`src/rtl/secg_pkg.sv`:
```
package secg_pkg;

    localparam int REGION_KINDS = 4;
    localparam int SEL_W        = $clog2(REGION_KINDS);

    localparam int KIND_SV = 0;
    localparam int KIND_SE = 1;
    localparam int KIND_DV = 2;
    localparam int KIND_DE = 3;

    typedef enum logic [1:0] {
        MODE_STD  = 2'b00,
        MODE_SEC  = 2'b01,
        MODE_SUSP = 2'b10
    } sec_mode_e;

    typedef enum logic [1:0] {
        ST_STD,
        ST_HASH,
        ST_SEC,
        ST_SUSP
    } fsm_state_e;

    typedef enum logic [1:0] {
        ACC_LOAD  = 2'b00,
        ACC_STORE = 2'b01,
        ACC_FETCH = 2'b10
    } acc_kind_e;

    typedef struct packed {
        logic prot;
        logic is_static;
        logic enc;
    } region_attr_t;

endpackage

```
`src/rtl/secg_region_map.sv`:
```
module secg_region_map
    import secg_pkg::*;
#(
    parameter int ADDR_W = 32
) (
    input  logic              clk,
    input  logic              rst,
    input  logic              cfg_we,
    input  logic [SEL_W-1:0]  cfg_sel,
    input  logic [ADDR_W-1:0] cfg_base,
    input  logic [ADDR_W-1:0] cfg_limit,
    input  logic [ADDR_W-1:0] addr,
    output region_attr_t      attr
);

    logic [ADDR_W-1:0]       base_q  [REGION_KINDS];
    logic [ADDR_W-1:0]       limit_q [REGION_KINDS];
    logic [REGION_KINDS-1:0] hit;

    for (genvar k = 0; k < REGION_KINDS; k++) begin : g_win
        always_ff @(posedge clk) begin
            if (rst) begin
                base_q[k]  <= '1;
                limit_q[k] <= '0;
            end else if (cfg_we && cfg_sel == SEL_W'(k)) begin
                base_q[k]  <= cfg_base;
                limit_q[k] <= cfg_limit;
            end
        end
        assign hit[k] = (addr >= base_q[k]) && (addr <= limit_q[k]);
    end

    // Lowest priority first; later matches override earlier ones.
    always_comb begin
        attr = '0;
        if (hit[KIND_SV]) attr = '{prot: 1'b1, is_static: 1'b1, enc: 1'b0};
        if (hit[KIND_DV]) attr = '{prot: 1'b1, is_static: 1'b0, enc: 1'b0};
        if (hit[KIND_SE]) attr = '{prot: 1'b1, is_static: 1'b1, enc: 1'b1};
        if (hit[KIND_DE]) attr = '{prot: 1'b1, is_static: 1'b0, enc: 1'b1};
    end

    AST_DYN_ENC_WINS: assert property (@(posedge clk) disable iff (rst)
        hit[KIND_DE] |-> (attr.enc && !attr.is_static));

endmodule

```
`src/rtl/secg_mode_fsm.sv`:
```
module secg_mode_fsm
    import secg_pkg::*;
#(
    parameter int ADDR_W = 32
) (
    input  logic              clk,
    input  logic              rst,
    input  logic              enter_req,
    input  logic              hash_done,
    input  logic              suspend_req,
    input  logic              resume_req,
    input  logic [ADDR_W-1:0] resume_pc,
    input  logic              entry_we,
    input  logic [ADDR_W-1:0] entry_addr,
    output sec_mode_e         mode,
    output logic              hash_pending,
    output logic              hash_start,
    output logic              resume_fault
);

    fsm_state_e        state_q, state_d;
    logic [ADDR_W-1:0] entry_q;
    logic              pc_match;

    assign pc_match = (resume_pc == entry_q);

    always_comb begin
        state_d = state_q;
        unique case (state_q)
            ST_STD:  if (enter_req)              state_d = ST_HASH;
            ST_HASH: if (hash_done)              state_d = ST_SEC;
            ST_SEC:  if (suspend_req)            state_d = ST_SUSP;
            ST_SUSP: if (resume_req && pc_match) state_d = ST_SEC;
        endcase
    end

    always_ff @(posedge clk) begin
        if (rst) state_q <= ST_STD;
        else     state_q <= state_d;
    end

    always_ff @(posedge clk) begin
        if (rst) begin
            entry_q      <= '0;
            hash_start   <= 1'b0;
            resume_fault <= 1'b0;
        end else begin
            hash_start   <= (state_q == ST_STD) && enter_req;
            resume_fault <= (state_q == ST_SUSP) && resume_req && !pc_match;
            if (state_q == ST_SEC && entry_we) entry_q <= entry_addr;
        end
    end

    always_comb begin
        unique case (state_q)
            ST_STD, ST_HASH: mode = MODE_STD;
            ST_SEC:          mode = MODE_SEC;
            ST_SUSP:         mode = MODE_SUSP;
        endcase
    end

    assign hash_pending = (state_q == ST_HASH);

    AST_HASH_ONE_SHOT: assert property (@(posedge clk) disable iff (rst)
        hash_start |=> !hash_start);
    AST_SUSP_FROM_SEC: assert property (@(posedge clk) disable iff (rst)
        (state_q == ST_SUSP && $past(state_q) != ST_SUSP) |-> $past(state_q) == ST_SEC);
    AST_BAD_RESUME_STAYS: assert property (@(posedge clk) disable iff (rst)
        resume_fault |-> mode == MODE_SUSP);
    AST_SEC_AFTER_HASH: assert property (@(posedge clk) disable iff (rst)
        (state_q == ST_SEC && $past(state_q) != ST_SEC) |-> ($past(state_q) == ST_SUSP || $past(hash_done)));

endmodule

```
`src/rtl/secg_access_check.sv`:
```
module secg_access_check
    import secg_pkg::*;
(
    input  logic         clk,
    input  logic         rst,
    input  logic         acc_valid,
    input  acc_kind_e    acc_kind,
    input  region_attr_t attr,
    input  sec_mode_e    mode,
    output logic         rsp_valid,
    output logic         rsp_grant,
    output logic         rsp_fault,
    output logic         rsp_needs_iv,
    output logic         rsp_needs_enc,
    output logic         rsp_auth
);

    logic mode_blocks;
    logic ro_violation;
    logic deny;

    assign mode_blocks  = attr.prot && (mode != MODE_SEC);
    assign ro_violation = attr.prot && attr.is_static && (acc_kind == ACC_STORE);
    assign deny         = mode_blocks || ro_violation;

    always_ff @(posedge clk) begin
        if (rst) begin
            rsp_valid     <= 1'b0;
            rsp_grant     <= 1'b0;
            rsp_fault     <= 1'b0;
            rsp_needs_iv  <= 1'b0;
            rsp_needs_enc <= 1'b0;
            rsp_auth      <= 1'b0;
        end else begin
            rsp_valid     <= acc_valid;
            rsp_grant     <= acc_valid && !deny;
            rsp_fault     <= acc_valid && deny;
            rsp_needs_iv  <= acc_valid && !deny && attr.prot;
            rsp_needs_enc <= acc_valid && !deny && attr.prot && attr.enc;
            rsp_auth      <= acc_valid && !deny && attr.prot && (acc_kind == ACC_FETCH);
        end
    end

    AST_ONE_VERDICT: assert property (@(posedge clk) disable iff (rst)
        rsp_valid |-> (rsp_grant ^ rsp_fault));
    AST_RSP_FOLLOWS: assert property (@(posedge clk) disable iff (rst)
        acc_valid |=> rsp_valid);
    AST_STATIC_STORE: assert property (@(posedge clk) disable iff (rst)
        (acc_valid && acc_kind == ACC_STORE && attr.is_static) |=> rsp_fault);
    AST_PROT_NEEDS_SEC: assert property (@(posedge clk) disable iff (rst)
        (acc_valid && attr.prot && mode != MODE_SEC) |=> rsp_fault);
    AST_ENC_IMPLIES_IV: assert property (@(posedge clk) disable iff (rst)
        rsp_needs_enc |-> rsp_needs_iv);

endmodule

```
`src/rtl/secmode_guard.sv`:
```
module secmode_guard
    import secg_pkg::*;
#(
    parameter int ADDR_W = 32
) (
    input  logic              clk,
    input  logic              rst,
    input  logic              cfg_we,
    input  logic [1:0]        cfg_sel,
    input  logic [ADDR_W-1:0] cfg_base,
    input  logic [ADDR_W-1:0] cfg_limit,
    input  logic              enter_req,
    input  logic              hash_done,
    input  logic              suspend_req,
    input  logic              resume_req,
    input  logic [ADDR_W-1:0] resume_pc,
    input  logic              entry_we,
    input  logic [ADDR_W-1:0] entry_addr,
    input  logic              acc_valid,
    input  logic [1:0]        acc_kind,
    input  logic [ADDR_W-1:0] acc_addr,
    output logic [1:0]        mode,
    output logic              hash_pending,
    output logic              hash_start,
    output logic              resume_fault,
    output logic              rsp_valid,
    output logic              rsp_grant,
    output logic              rsp_fault,
    output logic              rsp_needs_iv,
    output logic              rsp_needs_enc,
    output logic              rsp_auth
);

    region_attr_t attr;
    sec_mode_e    cur_mode;

    secg_region_map #(.ADDR_W(ADDR_W)) u_map (
        .clk       (clk),
        .rst       (rst),
        .cfg_we    (cfg_we),
        .cfg_sel   (cfg_sel),
        .cfg_base  (cfg_base),
        .cfg_limit (cfg_limit),
        .addr      (acc_addr),
        .attr      (attr)
    );

    secg_mode_fsm #(.ADDR_W(ADDR_W)) u_fsm (
        .clk          (clk),
        .rst          (rst),
        .enter_req    (enter_req),
        .hash_done    (hash_done),
        .suspend_req  (suspend_req),
        .resume_req   (resume_req),
        .resume_pc    (resume_pc),
        .entry_we     (entry_we),
        .entry_addr   (entry_addr),
        .mode         (cur_mode),
        .hash_pending (hash_pending),
        .hash_start   (hash_start),
        .resume_fault (resume_fault)
    );

    secg_access_check u_chk (
        .clk           (clk),
        .rst           (rst),
        .acc_valid     (acc_valid),
        .acc_kind      (acc_kind_e'(acc_kind)),
        .attr          (attr),
        .mode          (cur_mode),
        .rsp_valid     (rsp_valid),
        .rsp_grant     (rsp_grant),
        .rsp_fault     (rsp_fault),
        .rsp_needs_iv  (rsp_needs_iv),
        .rsp_needs_enc (rsp_needs_enc),
        .rsp_auth      (rsp_auth)
    );

    assign mode = cur_mode;

endmodule

```
`config.mk`:
```
export PLATFORM = sky130hd
export DESIGN_NAME = secmode_guard
export DESIGN_NICKNAME = d
export VERILOG_FILES = /design/src/rtl/secg_pkg.sv /design/src/rtl/secg_region_map.sv /design/src/rtl/secg_mode_fsm.sv /design/src/rtl/secg_access_check.sv /design/src/rtl/secmode_guard.sv
export SDC_FILE = /design/constraint.sdc
export NUM_CORES = 1
export LEC_CHECK = 0
export BUFFER_PORTS_ARGS = -buffer_cell sky130_fd_sc_hd__buf_4
export CORE_ASPECT_RATIO = 0.9
export CORE_MARGIN = 1
export CORE_UTILIZATION = 49
export DETAILED_ROUTE_END_ITERATION = 10
export PLACE_DENSITY = 0.7
export SETUP_SLACK_MARGIN = 0.2
export SYNTH_ARGS = -nofsm -noshare
export SYNTH_HDL_FRONTEND = slang
export SYNTH_SLANG_ARGS = --single-unit
```
`constraint.sdc`:
```
create_clock -name clk -period 3.2 [get_ports clk]
set_input_delay 0.16 -clock clk [delete_from_list [all_inputs] [get_ports clk]]
set_output_delay 0.16 -clock clk [all_outputs]
set_load 0.05 [all_outputs]
```
* After elaboration in Yosys (flattened, before gate mapping)
Memories as Yosys holds them, arrays and structs flattened.
Index checks and enable logic that the tools add are counted.
Widths: inputs -> output; s select.
** Storage, ports and cells
- Register bits :: 42
- Memory bits (writable) :: 256
- Input port bits :: 173
- Output and inout port bits :: 11
- Word-level logic and storage cells :: 102
- Memories kept :: 2
** Cells by class
- Magnitude comparators :: 8
- Eq/ne operators :: 14
- Muxes and demuxes :: 32
- Bitwise gates (word level) :: 8
- Reductions and logical operators :: 28
** Memories
- u_map.base_q :: words 4, width 32, read ports 4, clocked after memory_dff 0, write ports 4, RTL line secg_region_map.sv:16 : logic [ADDR_W-1:0] base_q [REGION_KINDS];
- u_map.limit_q :: words 4, width 32, read ports 4, clocked after memory_dff 0, write ports 4, RTL line secg_region_map.sv:17 : logic [ADDR_W-1:0] limit_q [REGION_KINDS];
** Operators by type and width (number)
- $mux 32 :: 8
- $ge 32x32->1 :: 4
- $le 32x32->1 :: 4
- $eq 32x32->1 :: 1
- $logic_and 1x1->1 :: 21
- $mux 1 :: 14
- $mux 3 :: 4
- $eq 2x2->1 const B :: 5
- $mux 2 :: 4
- $or 1x1->1 :: 8
- $pmux 2 s4 :: 1
- $eq 2x1->1 const B :: 3
- $ne 2x2->1 const B :: 3
- $pmux 2 s3 :: 1
- $logic_not 2->1 :: 2
- $ne 2x1->1 const B :: 2
- $reduce_and 4->1 :: 1
- $logic_not 1->1 :: 2
- $reduce_or 2->1 :: 1
- $logic_or 1x1->1 :: 1

* Logic depth before layout (Yosys ltp)
Gate-level depths: netlist (run 1).
- Depth after elaboration :: 13
- Depth in mapped cells :: 10
- Gate-level depth less buffers :: 10

* Hierarchy
Synthesis (run 1) repeated with hierarchy kept, for this count alone.
** Second synthesis, totals
- Cell total of the unflattened synthesis :: 1663
- Area total of the unflattened synthesis :: 17782.1 um2
** By module, submodules not included
- secg_region_map :: instances 1, cells an instance 1441, area each 15854.0 um2, seq. area each 7687.4 um2
- secg_mode_fsm :: instances 1, cells an instance 204, area each 1719.1 um2, seq. area each 720.7 um2
- secg_access_check :: instances 1, cells an instance 18, area each 209.0 um2, seq. area each 120.1 um2

* Worst setup path after synthesis (run 1)
OpenSTA, ideal clock, no wires.
- Kind :: flip-flop to flip-flop
- Start point :: memory u_map.base_q[3][18]
- End point :: register u_chk.rsp_fault
- Library setup time :: 0.115 ns
- Arrival :: 2.617 ns
- Data required time :: 3.085 ns
- Setup slack :: 0.467 ns
- Stages on the path, launching flop included :: 11
- Path buffers :: 0
- Clock period less this slack :: 2.733 ns
- Cells stage by stage :: edfxtp_1 -> inv_1 -> ha_1 -> a21o_1 -> a221oi_1 -> nor2_1 -> or4b_1 -> a41o_1 -> and2_4 -> or4_4 -> and3_1
** RTL lines
- start, declared :: RTL line secg_region_map.sv:16
- end signal, assigned :: RTL line secg_access_check.sv:37 : rsp_fault <= acc_valid && deny;
- end, declared :: RTL line secg_access_check.sv:12 : output logic rsp_fault,

==> implementation parameters, run 1 <==
Parameter                              Value

Route
  Number of vias in the routed layout    13.2k
  Detailed Routing Iterations Pass 1    5
  DRT Wirelength    about 47000 µm
  Remaining number of nets flagged by the antenna check after routing    0
  Routed vias/inst    about 5.4
  Wire length per cell    19.3 µm
  Initial DRC count    834
  Remaining DRCs    0

STA
  Setup repair after global routing missed its margin    true
  Time the final worst path needs with I/O delays and setup    slightly below 3 ns
  Ratio of final minimum period to clock period    between 90% and 100%
  Worst Clk Skew    about 0.013 ns
  Fmax    between 300 and 400 MHz
  Normalized max-slew margin    a little over a quarter
  Count of final max-slew check failures    0
  Worst Max-Slew Pin Slew    between 1 and 1.5 ns
  Endpoints failing setup    0
  Number of hold violations in the final report    0
  Post-layout worst setup margin    0.280 ns
  Setup total negative slack    0 ns

Synth
  Post-synthesis cell type with the largest combined area    edfxtp_1
  Post-synthesis register bit count    about 300
  Share of synthesized cell area in full adder, half adder and majority cells    between 10% and 20%
  Number of distinct library cells after synthesis    53
  Avg Inst Size Synth    10.6 µm²
  Number of synthesized flops with an enable pin    256
  Dominant combinational cell family by area after synthesis    adder cells
  Synthesized-area fraction occupied by and/or/nand/nor cells    16.7%
  Post-Syn Nets    roughly 2.1k
  Synth top area cells    edfxtp_1, ha_1, inv_1
  Post-synthesis instance total    ~1.7k
  Share of synthesized area spent on multiplexers    less than 1%
  Fraction of registers with async set or reset after synthesis    0%
  Most used flip-flop cell after synthesis    edfxtp_1
  Share of the yosys chip area belonging to registers    48.3%
  Post-synthesis cell area    about 18000 µm²
  Compound-gate portion of the synthesized area    under 10%
  Area share of the leading cell type in the synthesized netlist    a little over two fifths
  Parity-gate share of the synthesized area counting xor and xnor cells    between 1.5 and 2%
  Yosys warning total    0

Global routing
  Initial antenna violation count    0
  GRT Total Usage    25.8%
  Grt total ovfl    0
  Global-route wire length before repair    73100 µm
  Maximum number of pins on one net before global-route repair    65
  Vias in the first global route    between 10k and 15k

Critical path
  Startpoint class of the critical path    register
  Setup CP Type    reg -> reg
  Sequence of cells on the critical path    inv_2 > ha_4 > a21o_1 > a221oi_4 > nor2_1 > or4b_4 > a41o_1 > and2_4 > or4_4 > and3_4
  Highest-delay cell along the critical path    or4b_4
  Critical path endpoint category    register
  Maximum fanout along the worst path    3
  Crit path DAT    around 3.3 ns
  Worst Path Required    roughly 3.6 ns
  Peak per-stage delay on the critical path    about 0.55 ns

Final layout
  Share of cells above drive strength 1    13.8%
  FILL cells    around 2.7k
  Nets@finish    approximately 2.4k
  Growth of design area from synthesis to finish    23.9%
  Commonest non-fill, non-tap cell in the layout    inv_1
  Most used cells in the layout excluding fill and tap cells    inv_1, edfxtp_1, ha_1
  Count of inserted antenna diode cells    0

Placement
  Detailed-placement wirelength estimate    between 30000 and 40000 µm
  Routability Congestion    just over 0.8
  Number of I/O port buffers    roughly 180
  Worst slack at placement    between 0.04 and 0.05 ns

Clock network
  Clock tree from TritonCTS    yes
  Worst-Skew Late Latency    0.51 ns
  Root buffer selected by CTS    clkbuf_16
  Clock buffer count from CTS    35
  CTS Buffer Depth    3
  Number of clock sinks seen by CTS    between 200 and 300
  H-tree levels    2
  Clock Pin Slew Worst Setup and Hold Paths    around 0.060 ns

Pwr
  Power share of the combinational group    ~17%
  Static Leakage    between 0.009 and 0.01 µW
  Pwr dens    around 470 nW/µm²
  Portion of total power attributed to the clock network    roughly two fifths
  Pint    between 7000 and 8000 µW
  Sequential group share of total power    about 45%
  Net load switching power    2620 µW
  Share of total power consumed by net switching    between 20% and 30%
  Largest vdd supply drop    about 0.35 mV

Floorplan
  Number of rows created at floorplan    between 60 and 70
  Core region area    35300 µm²
  Number of primary I/O pins    roughly 180
  Width of the die    between 200 and 250 µm
  Die Outline Area    36800 µm²
  Die height    ~180 µm
  Initial cell density of the core    around half

Hold path
  Type of the tightest min-delay check    in -> reg

Run status
  Outcome    finished clean

Run
  Count of maximum capacitance violations    0
critical path: cells and delay by family (launching register included):
family	cells	cell delay, ns
buffers and inverters	1	0.09
DFF	1	0.41
AOI/OAI and AO/OA	3	0.73
adders and majority gates	1	0.20
and+or+nand+nor	5	1.41
worst paths after layout:
check	slack, ns	startpoint	to	cells past startpoint
max	0.28	u_map.base_q[3][18]	u_chk.rsp_fault	10
min	0.01	suspend_req	u_fsm.state_q[0]	5
max reg2reg	0.28	u_map.base_q[3][18]	u_chk.rsp_fault	10
min reg2reg	0.47	u_fsm.entry_q[26]	u_fsm.entry_q[26]	2
timing repair:
item                                    in CTS  in global routing
buffers inserted                             0                  0
endpoints found under the setup margin       3                  4
hold endpoints to repair                   290                  0
resized for setup                            6                  7
pin swaps                                    1                  6
hold buffers                               101                  0
cloned                                       0                  0
metrics by stage:
stage	area [µm²]	hold WS, ns	instances	total power (µW)	util [%]
floorplan	17600	0.236	1666	5520	-
global placement	19700	0.352	2295	6120	55.7
detailed placement	19700	0.358	2295	6190	55.7
CTS	21800	0.00845	2459	10200	61.9
global route	21900	0.0520	2459	10600	61.9
finish	21900	0.0105	2459	10200	61.9
flip-flops by register name (all words and copies together) (netlist names):
register / count
u_chk.rsp_fault: 1
u_fsm.entry_q: 32
u_fsm.resume_fault: 1
u_chk.rsp_auth: 1
u_map.base_q: 128
u_chk.rsp_grant: 1
u_map.limit_q: 128
u_chk.rsp_valid: 1
u_chk.rsp_needs_enc: 1
u_fsm.state_q: 2
u_fsm.hash_start: 1
u_chk.rsp_needs_iv: 1
metal layers:
layer | up-vias | wire (µm) | share of wire (%) | GRT usage, %
met5 | - | 0 | 0 | 0
met4 | 0 | 1380 | 2.9 | 8.61
met3 | 95 | 2990 | 6.3 | 3.86
met2 | 449 | 21800 | 46 | 42.0
met1 | 6285 | 21200 | 45 | 35.1
li1 | 6411 | - | - | -
cell type report:
type | count | area, µm² | share of cell area (%)
sequential | 298 | 8530 | 39.0
clock inverter | 11 | 81.3 | 0.372
inverter | 264 | 991 | 4.53
clock buffer | 52 | 1040 | 4.77
multi-input combinational | 1064 | 8100 | 37.0
timing repair buffer | 301 | 2540 | 11.6
tap | 469 | 587 | 2.68
cells in the mapped netlist, types with 10 or more instances:
cell,instances
a21o_1,38
a21oi_1,126
a221oi_1,10
and2_1,130
clkbuf_1,40
dfxtp_1,42
edfxtp_1,256
ha_1,256
inv_1,264
nand2_1,114
nand2b_1,102
nand3_1,17
nand4_1,50
nor2_1,21
nor3_1,16
nor4_1,14
o21ai_0,33
or3_1,33
xor2_1,32
power groups by stage:
stage | clock network [µW] | registers (µW) | logic (µW)
final | 3930 | 4570 | 1690
after global placement | 0 | 4640 | 1480
after CTS | 3970 | 4570 | 1670
after detailed placement | 0 | 4650 | 1540
after floorplan | 0 | 4640 | 881
after global routing | 4120 | 4590 | 1880
cell families (layout without fill, tap and decap cells):
logic type      Yosys count  after routing
mux                       1              1
flops                   298            298
xor+xnor                 32             32
fa+ha+maj               256            256
simple gates            526            526
buf+inv                 304            628
compound gates          249            249
No activity file was read; power rests on OpenSTA's default activity.
==> run 2: changes to the inputs <==
--- a/config.mk
+++ b/config.mk
@@ -10,6 +10,7 @@
 export CORE_MARGIN = 1
 export CORE_UTILIZATION = 49
 export DETAILED_ROUTE_END_ITERATION = 10
+export MAX_ROUTING_LAYER = met4
 export PLACE_DENSITY = 0.7
 export SETUP_SLACK_MARGIN = 0.2
 export SYNTH_ARGS = -nofsm -noshare
==> constraint.sdc (replaced) <==
create_clock -name clk -period 3.2 [get_ports clk]
set_input_delay 0.32 -clock clk [delete_from_list [all_inputs] [get_ports clk]]
set_output_delay 0.32 -clock clk [all_outputs]
set_load 0.05 [all_outputs]
==> run 2 against run 1 <==
Global-route usage about the same. Sequential power about the same. Clock skew rose by 0.0043 ns. Cell count decreased by 3.9%. Critical path type unchanged. Critical endpoint unchanged. Largest power group unchanged.
==> implementation parameters, run 2 (synthesis results as in run 1) <==
Parameter                              Value

Run status
  Outcome    finished clean (unchanged)

Clock network
  Root buffer selected by CTS    clkbuf_16 (unchanged)
  Clock tree from TritonCTS    yes (unchanged)
  Worst-Skew Late Latency    0.52 ns (was 0.51 ns)
  Clock buffer count from CTS    36 (was 35)
  Clock Pin Slew Worst Setup and Hold Paths    0.06 ns (about the same)
  H-tree levels    2 (unchanged)
  CTS Buffer Depth    3 (unchanged)
  Number of clock sinks seen by CTS    298 (unchanged)

Floorplan
  Core region area    35300 µm² (unchanged)
  Number of rows created at floorplan    65 (unchanged)
  Number of primary I/O pins    184 (unchanged)
  Die Outline Area    36800 µm² (unchanged)
  Initial cell density of the core    50.0% (unchanged)
  Width of the die    202 µm (unchanged)
  Die height    182 µm (unchanged)

Final layout
  Final standard cell area without fillers    20800 µm² (was 21900 µm²)
  FILL cells    3008 (was 2739)
  Share of cells above drive strength 1    14.0% (was 13.8%)
  Biggest regs    u_map.base_q (128), u_map.limit_q (128), u_fsm.entry_q (32) (unchanged)
  Nets@finish    2298 (was 2393)
  Most used cells in the layout excluding fill and tap cells    inv_1, ha_1, edfxtp_1 (was inv_1, edfxtp_1, ha_1)
  Core utilization of the finished layout    59.0% (was 61.9%)
  Commonest non-fill, non-tap cell in the layout    inv_1 (unchanged)
  Count of inserted antenna diode cells    0 (unchanged)
  Growth of design area from synthesis to finish    18.0% (was 23.9%)

Route
  DRT Wirelength    45200 µm (was 47400 µm)
  Routed vias/inst    5.47 (was 5.38)
  Wire length per cell    19.1 µm (was 19.3 µm)
  Remaining number of nets flagged by the antenna check after routing    0 (unchanged)
  Number of vias in the routed layout    12.9k (was 13.2k)
  Remaining DRCs    0 (unchanged)
  Detailed Routing Iterations Pass 1    5 (unchanged)
  Initial DRC count    846 (was 834)

STA
  Time the final worst path needs with I/O delays and setup    2.88 ns (was 2.92 ns)
  Worst Clk Skew    0.0177 ns (was 0.0135 ns)
  Hold_ws    0.0467 ns (was 0.0105 ns)
  Count of final max-slew check failures    0 (unchanged)
  Worst Max-Slew Pin Slew    0.756 ns (was 1.09 ns)
  Ratio of final minimum period to clock period    90.1% (was 91.2%)
  Setup total negative slack    0 ns (unchanged)
  Fmax    347 MHz (was 342 MHz)
  Number of hold violations in the final report    0 (unchanged)
  Normalized max-slew margin    49.6% (was 26.9%)
  Setup repair after global routing missed its margin    false (was true)
  Endpoints failing setup    0 (unchanged)

Critical path
  Reg2Reg Setup Slack    0.32 ns (was 0.28 ns)
  Worst Path Required    3.61 ns (about the same)
  Setup CP Type    reg -> reg (unchanged)
  Maximum fanout along the worst path    3 (unchanged)
  Startpoint class of the critical path    register (unchanged)
  Critical path endpoint category    register (unchanged)
  Crit path DAT    3.29 ns (was 3.33 ns)

Global routing
  GRT Total Usage    25.7% (was 25.8%)
  Global-route wire length before repair    70800 µm (was 73100 µm)
  Initial antenna violation count    0 (unchanged)
  Vias in the first global route    13.0k (was 13.5k)
  Grt total ovfl    0 (unchanged)
  Maximum number of pins on one net before global-route repair    65 (unchanged)

Pwr
  Pwr dens    474 nW/µm² (was 466 nW/µm²)
  Largest vdd supply drop    0.397 mV (was 0.346 mV)
  Static Leakage    0.00951 µW (was 0.00992 µW)

Hold path
  Type of the tightest min-delay check    in -> reg (unchanged)

Placement
  Detailed-placement wirelength estimate    32600 µm (was 32800 µm)
  Number of I/O port buffers    183 (unchanged)
  Placed Instance Area    19700 µm² (about the same)
  Routability Congestion    0.914 (was 0.830)

Run
  Count of maximum capacitance violations    0 (unchanged)
## run 2: cell types whose count changed in the layout (fill, tap and decap cells not counted), sizes merged
cell	delta
dlygate4sd3	-100
buf	+4
clkinv	+4
clkinvlp	-2
bufinv	-1
## run 2: metal layers
metal | routed length (µm) | share of wire, % | track usage (%)
met1 | 20800 | 46 | 34.7
met2 | 20500 | 45 | 40.5
met3 | 2720 | 6.0 | 3.72
met4 | 1130 | 2.5 | 7.15
met5 | 0 | 0 | -
## run 2: worst max-delay path, stage by stage, from the launching register on
cell and delay, ns:
edfxtp_1 0.39, inv_1 0.09, ha_1 0.25, nand4_1 0.15, or3_1 0.18, a221oi_2 0.05, or4b_2 0.70, a21oi_2 0.18
a211oi_2 0.08, or4_4 0.51, and3_1 0.19
## run 2: path summary, 6_finish.rpt
kind / startpoint / endpoint / cells past startpoint
worst max-delay path: u_map.base_q[2][14] / u_chk.rsp_fault / 10
worst min register to register: u_fsm.entry_q[25] / u_fsm.entry_q[25] / 2
worst max register to register: u_map.base_q[2][14] / u_chk.rsp_fault / 10
worst min-delay path: hash_done / u_fsm.state_q[1] / 3
## run 2: per-stage QoR
stage          worst slack [ns]  power (µW)  std cells
2_1_floorplan             0.467        5520       1666
3_3_place_gp             0.0122        6130       2299
3_5_place_dp            0.00733        6200       2299
4_1_cts                   0.270        9930       2364
5_1_grt                   0.207       10300       2364
6_report                  0.317        9870       2364
## run 2: final cells by class
type                    count  area (µm²)  area share (%)
clock inverters            12        50.0           0.240
clock buffers              52        1000            4.81
well taps                 469         587            2.82
flip-flops and latches    298        8530            41.0
multi-input cells        1064        8070            38.7
inverters                 264         991            4.76
repair buffers            205        1590            7.65
## run 2: power breakdown
group          internal, µW  switching (µW)
sequential             4490            80.7
clock                  2170            1570
combinational           654             916
total                  7310            2570
## run 2: what timing repair did
action,CTS,global route
hold buffers,1,0
endpoints found under the setup margin,2,2
gates resized for setup,2,6
buffers inserted,0,0
gates cloned,0,0
pin swaps,0,3
endpoints found under the hold margin,1,0
